### config.mk
export PLATFORM = sky130hd
export DESIGN_NAME = wavegen_regfile
export DESIGN_NICKNAME = d
export VERILOG_FILES = /design/src/rtl/wavegen_regfile.sv
export SDC_FILE = /design/constraint.sdc
export NUM_CORES = 1
export LEC_CHECK = 0
export ABC_AREA = 1
export BUFFER_PORTS_ARGS = -buffer_cell sky130_fd_sc_hd__buf_4
export CAP_MARGIN = 20
export CELL_PAD_IN_SITES_DETAIL_PLACEMENT = 1
export CELL_PAD_IN_SITES_GLOBAL_PLACEMENT = 2
export CORE_ASPECT_RATIO = 0.8
export CORE_MARGIN = 5
export CORE_UTILIZATION = 39
export DETAILED_ROUTE_END_ITERATION = 8
export MAX_ROUTING_LAYER = met4
export PLACE_DENSITY_LB_ADDON = 0.1
export SETUP_SLACK_MARGIN = 0.1
export SYNTH_ARGS = -nofsm -noshare
export SYNTH_HDL_FRONTEND = slang
export SYNTH_SLANG_ARGS = --single-unit
### constraint.sdc
create_clock -name clk -period 4.9 [get_ports clk]
set_clock_uncertainty 0.1 [all_clocks]
set_input_delay 0.98 -clock clk [delete_from_list [all_inputs] [get_ports clk]]
set_output_delay 0.98 -clock clk [all_outputs]
set_load 0.02 [all_outputs]
### src/rtl/wavegen_regfile.sv
module wavegen_regfile #(
  parameter int ACC_W = 28,
  parameter int PH_W  = 12,
  parameter int LAT   = 8
) (
  input  logic             clk,
  input  logic             rst_n,
  input  logic             cmd_valid,
  input  logic [15:0]      cmd_word,
  output logic [PH_W-1:0]  out_code,
  output logic [13:0]      ctrl_q,
  output logic [ACC_W-1:0] freq0_q,
  output logic [ACC_W-1:0] freq1_q,
  output logic [PH_W-1:0]  phase0_q,
  output logic [PH_W-1:0]  phase1_q
);
  localparam int HALF = ACC_W / 2;
  localparam logic [PH_W-1:0] MID = PH_W'(1) << (PH_W - 1);

  logic [ACC_W-1:0] freq_q [2];
  logic [PH_W-1:0]  phase_q [2];
  logic [HALF-1:0]  stage_q;
  logic [1:0]       pend_q;
  logic [ACC_W-1:0] acc_q;
  logic [PH_W-1:0]  pipe_q [LAT];

  wire is_ctrl = cmd_valid && cmd_word[15:14] == 2'b00;
  wire [1:0] is_f = {cmd_valid && cmd_word[15:14] == 2'b10,
                     cmd_valid && cmd_word[15:14] == 2'b01};
  wire [1:0] is_p = {cmd_valid && cmd_word[15:13] == 3'b111,
                     cmd_valid && cmd_word[15:13] == 3'b110};

  wire two_wr  = ctrl_q[13];
  wire hi_sel  = ctrl_q[12];
  wire rst_bit = ctrl_q[8];
  wire [ACC_W-1:0] f_sel = freq_q[ctrl_q[11]];
  wire [PH_W-1:0]  p_sel = phase_q[ctrl_q[10]];
  wire [HALF-1:0]  data  = cmd_word[HALF-1:0];

  always_ff @(posedge clk or negedge rst_n)
    if (!rst_n) ctrl_q <= 14'h0100;
    else if (is_ctrl) ctrl_q <= cmd_word[13:0];

  always_ff @(posedge clk or negedge rst_n)
    if (!rst_n) begin
      pend_q  <= '0;
      stage_q <= '0;
    end else if (is_ctrl) begin
      pend_q <= '0;
    end else begin
      for (int k = 0; k < 2; k++)
        if (is_f[k] && two_wr) begin
          if (pend_q[k]) pend_q <= '0;
          else begin
            stage_q <= data;
            pend_q  <= 2'(1 << k);
          end
        end
    end

  always_ff @(posedge clk)
    for (int k = 0; k < 2; k++) begin
      if (is_f[k]) begin
        if (two_wr) begin
          if (pend_q[k]) freq_q[k] <= {data, stage_q};
        end else if (hi_sel) freq_q[k][ACC_W-1:HALF] <= data;
        else                 freq_q[k][HALF-1:0]     <= data;
      end
      if (is_p[k]) phase_q[k] <= cmd_word[PH_W-1:0];
    end

  always_ff @(posedge clk or negedge rst_n)
    if (!rst_n)       acc_q <= '0;
    else if (rst_bit) acc_q <= '0;
    else              acc_q <= acc_q + f_sel;

  always_ff @(posedge clk or negedge rst_n)
    if (!rst_n) begin
      for (int i = 0; i < LAT; i++) pipe_q[i] <= MID;
    end else begin
      pipe_q[0] <= rst_bit ? MID : acc_q[ACC_W-1 -: PH_W] + p_sel;
      for (int i = 1; i < LAT; i++) pipe_q[i] <= rst_bit ? MID : pipe_q[i-1];
    end

  assign out_code = rst_bit ? MID : pipe_q[LAT-1];
  assign freq0_q  = freq_q[0];
  assign freq1_q  = freq_q[1];
  assign phase0_q = phase_q[0];
  assign phase1_q = phase_q[1];

  AST_ACC_HELD: assert property (@(posedge clk) disable iff (!rst_n)
    $past(rst_bit) |-> acc_q == '0);
  AST_ACC_STEP: assert property (@(posedge clk) disable iff (!rst_n)
    !$past(rst_bit) |-> acc_q == $past(acc_q) + $past(f_sel));
  AST_NO_HALF_F0: assert property (@(posedge clk) disable iff (!rst_n)
    (is_f[0] && two_wr && !pend_q[0]) |=> $stable(freq0_q));
  AST_NO_HALF_F1: assert property (@(posedge clk) disable iff (!rst_n)
    (is_f[1] && two_wr && !pend_q[1]) |=> $stable(freq1_q));
  AST_REGS_IDLE: assert property (@(posedge clk) disable iff (!rst_n)
    !cmd_valid |=> $stable(freq0_q) && $stable(freq1_q) && $stable(phase0_q) && $stable(phase1_q));
  AST_PEND_SINGLE: assert property (@(posedge clk) disable iff (!rst_n)
    $onehot0(pend_q));
  AST_RELEASE_MID: assert property (@(posedge clk) disable iff (!rst_n)
    $fell(rst_bit) |-> out_code == MID);
endmodule

==> impl_results.md <==
* Async S/R FF share, synth at 65.8%
* Logic pwr share at between 30% and 40%
* Post-CTS setup buffers at 0
* Port Buffers at 124
* Reg-to-reg critical path startpoint: ctrl_q[11]
* WS Path Type: reg -> reg
* GRT Overall Usage at approximately a fifth
* Largest net degree at the start of global routing at 96
* RSZ-0062 raised after global routing: no
* Clock buffer count from CTS at 24
* Hold_buf cts at 0
* Post-route cell area at 0.0132 mm^2
* Synth unique cells at 37
* Cell area after synthesis at 0.0110 mm^2
* Clk slew on worst S/H paths at 0.07 ns
* Chip height at 160 um
* H-tree Lvls at 1
* Status: completed
* Min-delay worst type: in -> async
* Final hold vios at 0
* Max_slew headroom at 32.0%
* P_int at 0.00439 W
* YS warnings at 0
* CP Launch Point: ctrl_q[11]
* Proportion of synthesized chip area in sequential cells at 56.9%
* DR vias/cell at 4.72
* Clock power share at 25.3%
* Global-route wire length before repair at 49200 um
* Critical path fanouts, max at 17
* Antenna-violating nets left at 0
* Fin nets at 1390
* Ys flop type: dfrtp_1
* Worst-margin pin slew at 1.02 ns
* WHS at roughly 0.35 ns
* Initial DRC count at 404
* Slew Limit Fails at 0
* Synth Area per Inst at 9.18 um^2
* Switching share of power at 38.5%
* R2R depth at 13
* Vias at 8108
* Psw at around 0.0027 W
* Starting Density at 39.3%
* Pre-Repair DR Iteration Count at 4
* Tmin final at 3.20 ns
* Clk buf depth at 3
* Achievable frequency at ~0.31 GHz
* Final RePlAce weighted congestion at 0.863
* CORE AREA at roughly 0.028 mm^2
* Area delta synth->final at 19.3%
* Flops & latches, synth at 234
* Max-Cap Viols at 0
* Worst EP arrival at roughly 3.6 ns
* # setup viols final at 0
* Vias in the first global route at ~8400
* Reg power frac at between 30% and 40%
* Detail Placement HPWL at 23800 um
* Worst setup path end: acc_q[24]
* Total power at between 0.007 and 0.008 W
* Post-synth EDFFs at 80
* Later-pin clock latency in the skew report at 0.53 ns
* Row count at 55
* Gr ovfl total at 0
* Worst Path Required at 5.27 ns
* Most common cell after layout, fill and taps aside: nand2_1
* Initial antenna violation count at 0
* Fin crit share at 65.3%
* Post-route DRC at 0
* CTS resizes at 0
* Ports at 125
* R2R Setup Slk at roughly 1.7 ns
* Die area at between 0.03 and 0.04 mm^2
* Placed inst area at 0.0124 mm^2
* Setup_tns at 0 ns
* Worst Setup Start Kind: flip-flop
* Post-Syn Nets at roughly 1300
* Clock root cell: clkbuf_16
* Static Leakage at 6.41 nW
* Clock Sink Count at approximately 230
* Setup crit end kind: flip-flop
* Die Span X at 198 um
* Peak VDD IR at 0.288 mV
* RR Endpoint: acc_q[24]
* Share of layout cells above drive strength 1 at between 10% and 20%
* Pwr Density at 542 mW/mm^2
* Mapped Cells at 1200
* CTS tree: yes
* Most frequent cells in the layout: 251 x nand2_1, 216 x inv_1, 168 x nor2_1
* Total Wirelength at around 32000 um
* WL per Instance at 18.4 um
* Ant diodes at 0
* Filler cells at roughly 3300
* Final core occ at 46.8%
==> synth_stat cells (2+ instances only) <==
master    number  area share [%]
nand2_1      251             8.5
inv_1        216             7.4
nor2_1       168             5.7
dfrtp_1      145              33
edfxtp_1      80              22
o21ai_0       67             3.0
a21oi_1       48             2.2
ha_1          38             4.3
mux2_2        37             3.8
nand3_1       33             1.5
nor2_2        16            0.91
buf_2         14            0.64
clkbuf_1      13            0.44
dfstp_2        9             2.1
or2_2          8            0.45
a21oi_2        6            0.48
nand3_2        6            0.54
and2_1         5            0.28
nand2_2        5            0.28
xor2_1         5            0.40
nor3_1         4            0.18
o21bai_1       3            0.20
xnor2_1        3            0.24
a21o_1         2            0.14
fa_1           2            0.36
nand4_1        2            0.11
nor2_4         2            0.20
o21ai_1        2           0.091
o22ai_1        2            0.11
==> power by group through the flow <==
stage | clock (W) | sequential (W) | combinational [W]
6_report | 0.00181 | 0.00278 | 0.00255
5_1_grt | 0.00194 | 0.00282 | 0.00293
4_1_cts | 0.00186 | 0.00278 | 0.00256
3_5_place_dp | 0 | 0.00281 | 0.00255
3_3_place_gp | 0 | 0.00281 | 0.00250
2_1_floorplan | 0 | 0.00272 | 0.00179
==> flip-flops by register name (all words and copies together), names as in the netlist <==
name / cells
pipe_q: 96
freq_q: 56
acc_q: 28
phase_q: 24
ctrl_q: 14
stage_q: 14
pend_q: 2
==> how the worst min path moves through the flow <==
stage / start / to / slack, ns / cells past startpoint
finish: rst_n / ctrl_q[0] / 0.35 / 1
CTS: pipe_q[29] / pipe_q[17] / 0.36 / 2
detailed placement: pipe_q[29] / pipe_q[17] / 0.35 / 2
global route: rst_n / ctrl_q[1] / 0.37 / 1
floorplan: pipe_q[12] / pipe_q[0] / 0.33 / 2
global placement: pipe_q[79] / pipe_q[67] / 0.34 / 2
==> cell families after synthesis <==
| family | count (synthesis) | synth area share, % |
|---|---|---|
| mux | 37 | 3.78 |
| fa+ha+maj | 40 | 4.68 |
| simple gates | 502 | 18.9 |
| xor+xnor | 8 | 0.636 |
| buf+inv | 247 | 8.78 |
| flops | 234 | 56.9 |
| compound gates | 132 | 6.37 |
==> cell type report <==
cell class	count	area, um^2	area share (%)
Clock buffer	29	661	5.02
Sequential cell	234	6270	47.7
Timing Repair Buffer	135	1030	7.86
Clock inverter	14	111	0.847
Multi-Input combinational cell	719	3800	28.9
Tap cell	370	463	3.52
Inverter	217	815	6.19
==> routing by layer <==
layer | wire, um | part of all wire, % | up-vias | global-route usage, %
li1 | - | - | 3999 | -
met1 | 16100 | 51 | 3915 | 31.2
met2 | 13100 | 42 | 160 | 29.2
met3 | 1810 | 5.7 | 34 | 4.32
met4 | 479 | 1.5 | 0 | 3.25
met5 | 0 | 0 | - | -
==> through the flow <==
| stage | std cells | setup WS (ns) |
|---|---|---|
| 3_5_place_dp | 1673 | 1.64 |
| 5_1_grt | 1718 | 1.52 |
| 4_1_cts | 1716 | 1.65 |
| 2_1_floorplan | 1200 | 2.01 |
| 3_3_place_gp | 1672 | 1.72 |
| 6_report | 1718 | 1.70 |
==> worst max-delay path, cell delays in order, from the launching register on <==
cell and delay, ns:
dfrtp_1 0.81, buf_4 0.31, mux2_2 0.37, ha_1 0.25, fa_1 0.46, nand2_1 0.09
nand3_1 0.08, nand3_1 0.11, nand2_1 0.13, nand2_1 0.09, nand3_1 0.11, nand2_1 0.08
nand2_1 0.05, nor2_1 0.09
(Power assumes the default switching activity.)
